## src/rtl/card_pick_pkg.sv

```systemverilog
package card_pick_pkg;

    typedef enum logic [1:0] {
        PS_IDLE = 2'd0,
        PS_WAIT = 2'd1,
        PS_READ = 2'd2
    } pick_state_e;

endpackage

```

## src/rtl/pick_timer.sv

```systemverilog
module pick_timer #(
    parameter int CNT_W = 6
) (
    input  logic             clk,
    input  logic             rst_n,
    input  logic             clear_i,
    input  logic             adv_i,
    output logic [CNT_W-1:0] count_o
);
    logic [CNT_W-1:0] count_q;

    // Natural wrap from all-ones to zero gives the retry restart.
    always_ff @(posedge clk) begin
        if (!rst_n || clear_i) begin
            count_q <= '0;
        end else if (adv_i) begin
            count_q <= count_q + 1'b1;
        end
    end

    assign count_o = count_q;
endmodule

```

## src/rtl/attempt_counter.sv

```systemverilog
module attempt_counter #(
    parameter int MAX_ATTEMPTS = 6,
    parameter int ATT_W        = $clog2(MAX_ATTEMPTS + 1)
) (
    input  logic             clk,
    input  logic             rst_n,
    input  logic             clear_i,
    input  logic             load_one_i,
    input  logic             inc_i,
    output logic [ATT_W-1:0] count_o
);
    logic [ATT_W-1:0] count_q;

    always_ff @(posedge clk) begin
        if (!rst_n || clear_i) begin
            count_q <= '0;
        end else if (load_one_i) begin
            count_q <= ATT_W'(1);
        end else if (inc_i) begin
            count_q <= count_q + 1'b1;
        end
    end

    assign count_o = count_q;

    // the attempt number never exceeds the configured limit
    a_r5_attempt_bound: assert property (@(posedge clk) disable iff (!rst_n)
        count_q <= ATT_W'(MAX_ATTEMPTS));
endmodule

```

## src/rtl/pick_fsm.sv

```systemverilog
module pick_fsm
    import card_pick_pkg::*;
#(
    parameter int CNT_W        = 6,
    parameter int MAX_ATTEMPTS = 6,
    parameter int FAIL_AT      = 56,
    parameter int PULSE_LAST   = 3,
    parameter int ATT_W        = $clog2(MAX_ATTEMPTS + 1)
) (
    input  logic             clk,
    input  logic             rst_n,
    input  logic             ready_i,
    input  logic             pick_cmd_i,
    input  logic             local_mode_i,
    input  logic             good_pick_i,
    input  logic             end_of_card_i,
    input  logic             tick_i,
    input  logic [CNT_W-1:0] ctl_count_i,
    input  logic [ATT_W-1:0] attempt_i,
    output logic             tmr_clear_o,
    output logic             tmr_adv_o,
    output logic             att_clear_o,
    output logic             att_load_o,
    output logic             att_inc_o,
    output logic             pick_o,
    output logic             pcr_o,
    output logic             fail_o,
    output logic             busy_o
);
    localparam logic [CNT_W-1:0] CNT_TOP    = '1;
    localparam logic [CNT_W-1:0] FAIL_PRE   = CNT_W'(FAIL_AT - 1);
    localparam logic [CNT_W-1:0] PULSE_END  = CNT_W'(PULSE_LAST);
    localparam logic [ATT_W-1:0] ATT_LAST   = ATT_W'(MAX_ATTEMPTS);

    pick_state_e st_q, st_d;
    logic        pcr_set, fail_set;
    logic        pcr_q, fail_q;
    logic        request;
    logic        last_attempt;

    assign request      = ready_i && (pick_cmd_i || local_mode_i);
    assign last_attempt = (attempt_i == ATT_LAST);

    // Next state and counter control
    always_comb begin
        st_d        = st_q;
        tmr_clear_o = 1'b0;
        tmr_adv_o   = 1'b0;
        att_clear_o = 1'b0;
        att_load_o  = 1'b0;
        att_inc_o   = 1'b0;
        pcr_set     = 1'b0;
        fail_set    = 1'b0;
        unique case (st_q)
            PS_IDLE: begin
                if (request) begin                 // start
                    st_d        = PS_WAIT;
                    tmr_clear_o = 1'b1;
                    att_load_o  = 1'b1;
                    pcr_set     = 1'b1;
                end
            end
            PS_WAIT: begin
                if (!ready_i) begin                // abort
                    st_d        = PS_IDLE;
                    tmr_clear_o = 1'b1;
                    att_clear_o = 1'b1;
                end else if (good_pick_i) begin    // confirm
                    st_d        = PS_READ;
                    tmr_clear_o = 1'b1;
                    att_clear_o = 1'b1;
                end else if (tick_i) begin
                    if (last_attempt && ctl_count_i == FAIL_PRE) begin  // give-up
                        st_d        = PS_IDLE;
                        fail_set    = 1'b1;
                        tmr_clear_o = 1'b1;
                        att_clear_o = 1'b1;
                    end else if (ctl_count_i == CNT_TOP) begin          // retry
                        tmr_adv_o = 1'b1;
                        att_inc_o = 1'b1;
                        pcr_set   = 1'b1;
                    end else begin
                        tmr_adv_o = 1'b1;
                    end
                end
            end
            PS_READ: begin
                if (end_of_card_i) begin           // release
                    st_d = PS_IDLE;
                end
            end
            default: st_d = PS_IDLE;
        endcase
    end

    // State register and registered pulses
    always_ff @(posedge clk) begin
        if (!rst_n) begin
            st_q   <= PS_IDLE;
            pcr_q  <= 1'b0;
            fail_q <= 1'b0;
        end else begin
            st_q   <= st_d;
            pcr_q  <= pcr_set;
            fail_q <= fail_set;
        end
    end

    // Outputs
    always_comb begin
        pick_o = 1'b0;
        busy_o = 1'b0;
        unique case (st_q)
            PS_WAIT: pick_o = (ctl_count_i <= PULSE_END);
            PS_READ: busy_o = 1'b1;
            default: ;
        endcase
        pcr_o  = pcr_q;
        fail_o = fail_q;
    end

    // interval count holds in waiting cycles without a tick
    a_r4_count_hold: assert property (@(posedge clk) disable iff (!rst_n)
        (st_q == PS_WAIT && !tick_i && ready_i && !good_pick_i) |=> $stable(ctl_count_i));
    // read phase persists until end of card
    a_r6_busy_hold: assert property (@(posedge clk) disable iff (!rst_n)
        (st_q == PS_READ && !end_of_card_i) |=> (st_q == PS_READ));
    // losing ready while waiting returns to idle without failure
    a_r9_abort: assert property (@(posedge clk) disable iff (!rst_n)
        (st_q == PS_WAIT && !ready_i) |=> (st_q == PS_IDLE && !fail_q));
    // remote idle with no command stays idle
    a_r8_no_cmd: assert property (@(posedge clk) disable iff (!rst_n)
        (st_q == PS_IDLE && !local_mode_i && !pick_cmd_i) |=> (st_q == PS_IDLE));
endmodule

```

## src/rtl/card_pick_ctrl.sv

```systemverilog
module card_pick_ctrl
    import card_pick_pkg::*;
#(
    parameter int CNT_W        = 6,
    parameter int MAX_ATTEMPTS = 6,
    parameter int FAIL_AT      = 56,
    parameter int PULSE_LAST   = 3
) (
    input  logic clk,
    input  logic rst_n,
    input  logic ready_i,
    input  logic pick_cmd_i,
    input  logic local_mode_i,
    input  logic good_pick_i,
    input  logic end_of_card_i,
    input  logic tick_i,
    output logic pick_o,
    output logic pcr_o,
    output logic fail_o,
    output logic busy_o
);
    localparam int ATT_W = $clog2(MAX_ATTEMPTS + 1);

    logic [CNT_W-1:0] ctl_count;
    logic [ATT_W-1:0] attempt;
    logic tmr_clear, tmr_adv, att_clear, att_load, att_inc;

    pick_timer #(.CNT_W(CNT_W)) u_timer (
        .clk     (clk),
        .rst_n   (rst_n),
        .clear_i (tmr_clear),
        .adv_i   (tmr_adv),
        .count_o (ctl_count)
    );

    attempt_counter #(.MAX_ATTEMPTS(MAX_ATTEMPTS), .ATT_W(ATT_W)) u_attempts (
        .clk        (clk),
        .rst_n      (rst_n),
        .clear_i    (att_clear),
        .load_one_i (att_load),
        .inc_i      (att_inc),
        .count_o    (attempt)
    );

    pick_fsm #(
        .CNT_W(CNT_W), .MAX_ATTEMPTS(MAX_ATTEMPTS), .FAIL_AT(FAIL_AT),
        .PULSE_LAST(PULSE_LAST), .ATT_W(ATT_W)
    ) u_fsm (
        .clk           (clk),
        .rst_n         (rst_n),
        .ready_i       (ready_i),
        .pick_cmd_i    (pick_cmd_i),
        .local_mode_i  (local_mode_i),
        .good_pick_i   (good_pick_i),
        .end_of_card_i (end_of_card_i),
        .tick_i        (tick_i),
        .ctl_count_i   (ctl_count),
        .attempt_i     (attempt),
        .tmr_clear_o   (tmr_clear),
        .tmr_adv_o     (tmr_adv),
        .att_clear_o   (att_clear),
        .att_load_o    (att_load),
        .att_inc_o     (att_inc),
        .pick_o        (pick_o),
        .pcr_o         (pcr_o),
        .fail_o        (fail_o),
        .busy_o        (busy_o)
    );

    // attempt-start pulse lasts one cycle and coincides with PICK
    a_r3_pcr_single: assert property (@(posedge clk) disable iff (!rst_n)
        pcr_o |=> !pcr_o);
    a_r3_pcr_with_pick: assert property (@(posedge clk) disable iff (!rst_n)
        pcr_o |-> pick_o);
    // failure pulse lasts one cycle and leaves no pick running
    a_r5_fail_single: assert property (@(posedge clk) disable iff (!rst_n)
        fail_o |=> !fail_o);
    a_r5_fail_idle: assert property (@(posedge clk) disable iff (!rst_n)
        fail_o |-> (!pick_o && !busy_o));
    // no pick pulse while a card is being read
    a_r6_busy_no_pick: assert property (@(posedge clk) disable iff (!rst_n)
        busy_o |-> !pick_o);
endmodule

```

## config.mk

```make
export PLATFORM = sky130hd
export DESIGN_NAME = card_pick_ctrl
export DESIGN_NICKNAME = d
export VERILOG_FILES = /design/src/rtl/card_pick_pkg.sv /design/src/rtl/pick_timer.sv /design/src/rtl/attempt_counter.sv /design/src/rtl/pick_fsm.sv /design/src/rtl/card_pick_ctrl.sv
export SDC_FILE = /design/constraint.sdc
export NUM_CORES = 1
export LEC_CHECK = 0
export ABC_AREA = 1
export BUFFER_PORTS_ARGS = -buffer_cell sky130_fd_sc_hd__buf_2
export CAP_MARGIN = 10
export CORE_ASPECT_RATIO = 0.9
export CORE_MARGIN = 10
export CORE_UTILIZATION = 50
export CTS_CLUSTER_DIAMETER = 150
export DETAILED_ROUTE_END_ITERATION = 6
export PLACE_DENSITY_LB_ADDON = 0.05
export SLEW_MARGIN = 20
export SYNTH_ARGS = -nofsm -noshare
export SYNTH_HDL_FRONTEND = slang
export SYNTH_SLANG_ARGS = --single-unit
```

## constraint.sdc

```tcl
create_clock -name clk -period 2.7 [get_ports clk]
set_input_delay 0.405 -clock clk [delete_from_list [all_inputs] [get_ports clk]]
set_output_delay 0.405 -clock clk [all_outputs]
set_load 0.005 [all_outputs]
```

==> results of run 1 <==
final timing paths:
| check | start | end | slack (ns) | depth (start not counted) |
|---|---|---|---|---|
| worst max-delay path | u_fsm.st_q[0] | pick_o | 0.88 | 5 |
| worst min-delay path | end_of_card_i | u_fsm.st_q[1] | 0.39 | 4 |
| worst max register to register | u_timer.count_o[0] | u_attempts.count_o[1] | 1.24 | 8 |
| worst min register to register | u_timer.count_o[1] | u_timer.count_o[1] | 0.50 | 2 |
sequential cells by signal (all words and copies together) (netlist names):
register,count
u_attempts.count_o,3
u_fsm.fail_o,1
u_fsm.pcr_o,1
u_fsm.st_q,2
u_timer.count_o,6
layer usage:
layer	vias to the layer above	GRT usage	part of all wire
met1	308	0.120	0.47
met5	-	0	0
met3	2	0.0509	0.078
met2	13	0.141	0.45
met4	0	0.0287	0.0075
li1	359	-	-
report_power, final:
group          switching [mW]  internal, mW  leakage, nW
combinational          0.0265        0.0149        0.242
clock                  0.0699        0.0575       0.0150
sequential            0.00260         0.195        0.105
worst register-to-register path, stage by stage (launching register included):
cell and delay (ns):
dfxtp_1 0.37, ha_1 0.22, nand2_1 0.09, nor2_2 0.09, nand2_2 0.11, o21ai_2 0.16, nand2_2 0.10, nand3_4 0.16
a21oi_2 0.05
layout make-up:
type,instances,area (sq um),area share
clock buffers,4,26.3,0.0300
inverters,15,58.8,0.0670
multi-input cells,73,458,0.522
flip-flops and latches,13,260,0.297
well taps,15,18.8,0.0214
repair buffers,11,55.1,0.0628
layout by cell type, fill, tap and decap left out, types with 4 or more instances in the layout:
master   netlist  final
a21oi_2        9      9
dfxtp_1       13     13
nand2_1       24     24
nand3_1        6      6
nor2_1         4      4
buf_2          0     11
nand2_2        4      4
inv_1         12     12
stage by stage:
stage | cell area, sq um | worst slack [ns] | power, mW | std cells
finish | 877 | 0.882 | 0.367 | 131
global route | 877 | 0.684 | 0.383 | 131
CTS | 877 | 0.893 | 0.369 | 131
detailed placement | 851 | 1.21 | 0.244 | 127
global placement | 851 | 1.22 | 0.244 | 127
floorplan | 777 | 1.38 | 0.229 | 101
synthesized netlist by cell type (all sizes together):
| cell | instances | area (sq um) |
|---|---|---|
| nand2 | 29 | 126 |
| nor3 | 3 | 20.0 |
| o21ai | 2 | 13.8 |
| nand4 | 3 | 18.8 |
| ha | 3 | 37.5 |
| o2111ai | 1 | 15.0 |
| nor4 | 1 | 6.26 |
| clkinv | 1 | 3.75 |
| nand3 | 7 | 47.6 |
| nor2 | 8 | 45.0 |
| a21oi | 12 | 93.8 |
| xor2 | 3 | 26.3 |
| nand3b | 1 | 7.51 |
| inv | 14 | 55.1 |
| dfxtp | 13 | 260 |
logic make-up (layout without fill, tap and decap cells):
| family | Yosys count | count (layout) | share of synthesized area |
|---|---|---|---|
| simple gates | 52 | 52 | 0.349 |
| compound gates | 15 | 15 | 0.158 |
| buf+inv | 15 | 30 | 0.0757 |
| flops | 13 | 13 | 0.335 |
| fa+ha+maj | 3 | 3 | 0.0483 |
| xor+xnor | 3 | 3 | 0.0338 |
==> summary.md, run 1 <==
| Metric | Value |
|---|---|
| Status | complete, no violations |
| Count of different cell masters after synthesis | 25 |
| Syn Area/Cell | just under 8 sq um |
| Post-Syn Nets | about 110 |
| Slew @ Worst Pin | roughly 0.38 ns |
| Via count | just under 700 |
| Yosys warns | 0 |
| Nets | roughly 130 |
| CP arrival | between 1 and 1.5 ns |
| CTS Hold Bufs | 0 |
| DR vias/cell | 5.21 |
| CP max FO | 6 |
| Hold crit path type | in -> reg |
| Final TNS setup | 0 ns |
| Register area share after synthesis | 0.335 |
| # port buffers | 11 |
| First-pass GRT wire length | roughly 2.7 mm |
| Cell Rows | 13 |
| All-Layer GR Usage | 0.0970 |
| Die Area | 3530 sq um |
| Cells after synthesis | a little over 100 |
| CTS max path bufs | 2 |
| Maximum VDD drop | between 0.3 and 0.4 mV |
| Final setup violation count | 0 |
| Crit-path max cell delay | around 0.36 ns |
| Post-CTS sizing | 0 |
| Vias in the first global route | around 620 |
| Fillers | 142 |
| Delay-heaviest family, CP | simple AND/OR/NAND/NOR gates |
| Tcrit/Tclk final | 0.673 |
| Max stage delay cell, worst path | dfxtp_1 |
| Die height | 57.4 microns |
| CTS Buf Count | 3 |
| Die X | 61.6 microns |
| Post-CTS Setup Bufs | 0 |
| Boundary Pins | 12 |
| Pwr Density | about 420 nW/um^2 |
| Share of cells above drive strength 1 | 0.328 |
| Number of synthesized register bits | 13 |
| Buf/Inv on CP | 2 |
| H-tree depth | 1 |
| Leakage | approximately 0.36 nW |
| Routed WL | between 1.5 and 2 mm |
| Peak Freq | between 500 and 600 MHz |
| Max Slew Vio Count | 0 |
| Initial antenna violation count | 0 |
| Area Growth Syn to Fin | 12.9% |
| Core area | 1460 sq um |
| Post-layout util | 0.599 |
| Worst setup SP type | flip-flop |
| Post-route ant nets | 0 |
| CP Class | reg -> out |
| CTS tree | built |
| Clock sink count | 13 |
| Final Hold Vio Count | 0 |
| Final HPWL from detailed placement | about 1.3 mm |
| Clock Tree Root | clkbuf_4 |
| Final Critical Period | 1.82 ns |
| Drt first pass iters | 4 |
| Largest net degree at the start of global routing | 9 |
| Clock Pin Slew Worst Setup and Hold Paths | around 0.090 ns |
| Starting Density | 0.531 |
| Routed wire per std cell | 12.2 microns |
| Max-Cap Viols | 0 |
| Final Skew | approximately 0.011 ns |
| CP cell instances | inv_1, nor2_1, nand3_1, nor3_1, buf_2 |
| Hold WS | a little under 0.4 ns |
| Synth Cell Area | about 780 sq um |
| Grt total ovfl | 0 |
| Crit end category | output pin |
| Max-Slew Margin vs Limit | 0.743 |
| Initial drt markers | 20 |
| CP required | 2.30 ns |
| GP Congestion | 0.863 |
| N_diodes | 0 |
| DRC | 0 |
| RSZ-0062 raised after global routing | no |
| Latest clock arrival within the worst-skew pair | a little under 0.3 ns |
(Power assumes the default switching activity.)
==> inputs of run 2 (changes only) <==
--- a/config.mk
+++ b/config.mk
@@ -5,12 +5,12 @@
 export SDC_FILE = /design/constraint.sdc
 export NUM_CORES = 1
 export LEC_CHECK = 0
-export ABC_AREA = 1
+export ABC_AREA = 0
 export BUFFER_PORTS_ARGS = -buffer_cell sky130_fd_sc_hd__buf_2
 export CAP_MARGIN = 10
 export CORE_ASPECT_RATIO = 0.9
 export CORE_MARGIN = 10
-export CORE_UTILIZATION = 50
+export CORE_UTILIZATION = 48
 export CTS_CLUSTER_DIAMETER = 150
 export DETAILED_ROUTE_END_ITERATION = 6
 export PLACE_DENSITY_LB_ADDON = 0.05
==> constraint.sdc (replaced) <==
create_clock -name clk -period 1.5 [get_ports clk]
set_input_delay 0.225 -clock clk [delete_from_list [all_inputs] [get_ports clk]]
set_output_delay 0.225 -clock clk [all_outputs]
set_load 0.005 [all_outputs]
==> summary.md, run 2 <==
| Metric | Value |
|---|---|
| Status | finished with violations |
| Violated checks | negative setup slack |
| Post-layout util | 0.684 |
| Reg power frac | 0.539 |
| Max Slew Vio Count | 0 |
| Die Area | between 3000 and 4000 sq um |
| Area Growth Syn to Fin | 34.3% |
| Finished Cell Area | a little under 1000 sq um |
| Final Skew | about 0.00052 ns |
| Peak Freq | ~630 MHz |
| Share of cells above drive strength 1 | 0.525 |
| Post-route ant nets | 0 |
| Post-synth EDFFs | 0 |
| Final Critical Period | 1.60 ns |
| Max-Slew Margin vs Limit | 0.763 |
| Final TNS setup | -0.0953 ns |
| Placed insts | 110 |
| Die X | about 60 microns |
| Crit-path max cell delay | approximately 0.56 ns |
| CP required | about 1.3 ns |
| FF-to-FF setup slack | 0.01 ns |
| Synth Cell Area | roughly 740 sq um |
| Post-Syn Nets | 88 |
| Final Hold Vio Count | 0 |
| Final HPWL from detailed placement | 1.24 mm |
| Cells after synthesis | 77 |
| CTS max path bufs | 2 |
| Hold WS | roughly 0.22 ns |
| Syn Area/Cell | around 9.6 sq um |
| Slew @ Worst Pin | around 0.35 ns |
| Core area | approximately 1400 sq um |
| Commonest cells after routing, fill and taps aside | buf_2 (10), buf_4 (9), dfxtp_2 (7), nor2_1 (6), dfxtp_1 (5) |
| CTS Buf Count | 3 |
| Yosys warns | 0 |
| Max stage delay cell, worst path | or4_4 |
| Clock share of power | 0.320 |
| Synth top area cells | dfxtp_1 (35%), ha_1 (5.1%), xnor2_1 (4.8%) |
| Starting Density | 0.509 |
| All-Layer GR Usage | 0.103 |
| Post-DP Area | 863 sq um |
| CP Class | reg -> out |
| Boundary Pins | 12 |
| Most common library cells after synthesis | dfxtp_1 (13), nor2_1 (7), a21oi_1 (4), nand3_1 (4), xnor2_1 (4) |
| Latest clock arrival within the worst-skew pair | 0.27 ns |
| Crit end category | output pin |
| Grt total ovfl | 0 |
| Worst setup SP type | flip-flop |
| Synth area leader | dfxtp_1 |
| Max-Cap Viols | 0 |
| # port buffers | 11 |
| Pwr Density | 664 nW/um^2 |
| Int Pwr | a little under 0.5 mW |
| Initial drt markers | 12 |
| First-pass GRT wire length | about 2.8 mm |
| Drt first pass iters | 4 |
| Die height | 57.2 microns |
| Clock sink count | 13 |
| Cell Rows | 13 |
| Register area share after synthesis | 0.353 |
| RSZ-0062 raised after global routing | yes |
| Maximum VDD drop | 0.633 mV |
| Net Switching | ~0.16 mW |
| DR vias/cell | about 5.8 |
| Combinational share of power | 0.141 |
| Synth Flop Type | dfxtp_1 |
| Largest net degree at the start of global routing | 9 |
| DRC | 0 |
| CP cell instances | or4_4, nor2_4, buf_6 |
| CP max FO | 4 |
| Most common cell in the netlist | dfxtp_1 |
| Hold crit path type | in -> reg |
| Clock Tree Root | clkbuf_4 |
| Tcrit/Tclk final | 1.06 |
| Sw frac | 0.245 |
| Initial antenna violation count | 0 |
| GP Congestion | about 0.76 |
| CP arrival | 1.37 ns |
| Vias in the first global route | between 600 and 700 |
| Routed WL | between 1.5 and 2 mm |
| Max FFs per register | 6 |
| Commonest non-fill, non-tap cell in the layout | buf_2 |
| Leakage | 0.434 nW |
| Final Non-Filler Cells | approximately 120 |
| Number of synthesized register bits | 13 |
| CTS Hold Bufs | 0 |
| Count of different cell masters after synthesis | 37 |
| Routed wire per std cell | roughly 15 microns |
| Nets | 113 |
| Final setup violation count | 1 |
| Worst setup margin | -0.0953 ns |
| Via count | roughly 680 |
| Async S/R FF share, synth | 0 |
| Top cell type's share of synthesized area | 0.353 |
| H-tree depth | 1 |
| CTS tree | built |
| N_diodes | 0 |
| Clock Pin Slew Worst Setup and Hold Paths | around 0.07 ns |
## run 2: changes by cell type after synthesis, sizes merged, moves of 2 or more
cell    previous run  this run
a211oi             0         2
a21oi             12         5
and2b              0         3
inv               14         2
nand2             29         4
nand2b             0         2
nand3              7         5
nand4              3         0
nor4               1         4
o21ai              2         4
or4                0         3
xnor2              0         4
xor2               3         0
## run 2: cells by family after synthesis
kind of cell	Yosys count	synth area share
buffers and inverters	2	0.0102
XOR/XNOR	4	0.0475
adder cells (fa/ha/maj)	3	0.0509
AO/OA/AOI/OAI	17	0.170
AND/OR/NAND/NOR	38	0.368
flip-flops	13	0.353
## run 2: area by class of cell
| type | instances | area (sq um) |
|---|---|---|
| Fill cell | 130 | 458 |
| Multi-Input combinational cell | 62 | 536 |
| Inverter | 2 | 7.51 |
| Sequential cell | 13 | 273 |
| Timing Repair Buffer | 20 | 129 |
| Tap cell | 15 | 18.8 |
| Clock buffer | 4 | 26.3 |
## run 2: per-stage QoR
stage / setup slack (ns) / total power, mW
CTS: -0.0849 / 0.657
finish: -0.0953 / 0.657
global route: -0.153 / 0.691
detailed placement: -0.0278 / 0.447
global placement: -0.0157 / 0.446
floorplan: 0.0418 / 0.411
## run 2: per-layer routing
layer / global-route usage / up-vias / wire length (microns)
li1: - / 339 / -
met1: 0.125 / 314 / 788
met2: 0.155 / 16 / 831
met3: 0.0465 / 6 / 112
met4: 0.0358 / 0 / 49
met5: 0 / - / 0
## run 2: path summary, 6_finish.rpt
check | from | end | cells after the start
worst max-delay path | u_timer.count_o[3] | pick_o | 3
worst max register to register | u_timer.count_o[0] | u_timer.count_o[2] | 6
worst min register to register | u_fsm.st_q[1] | u_fsm.pcr_o | 1
worst min-delay path | rst_n | u_fsm.st_q[0] | 3
## run 2: power by group through the flow
stage | Clock (mW) | Sequential (mW) | Combinational, mW
after floorplan | 0 | 0.365 | 0.0463
after CTS | 0.220 | 0.354 | 0.0838
after global routing | 0.235 | 0.355 | 0.101
after global placement | 0 | 0.364 | 0.0827
final | 0.210 | 0.354 | 0.0925
after detailed placement | 0 | 0.364 | 0.0831
## run 2: timing repair
item / in CTS / in global routing
setup endpoints to repair: 4 / 11
pin swaps: 3 / 4
resized for setup: 7 / 15
setup buffers: 2 / 1
## run 2: critical path, delay by kind of cell (launching register included)
| family | cells | cell delay [ns] |
|---|---|---|
| DFF | 1 | 0.34 |
| buffers and inverters | 1 | 0.10 |
| and+or+nand+nor | 2 | 0.67 |
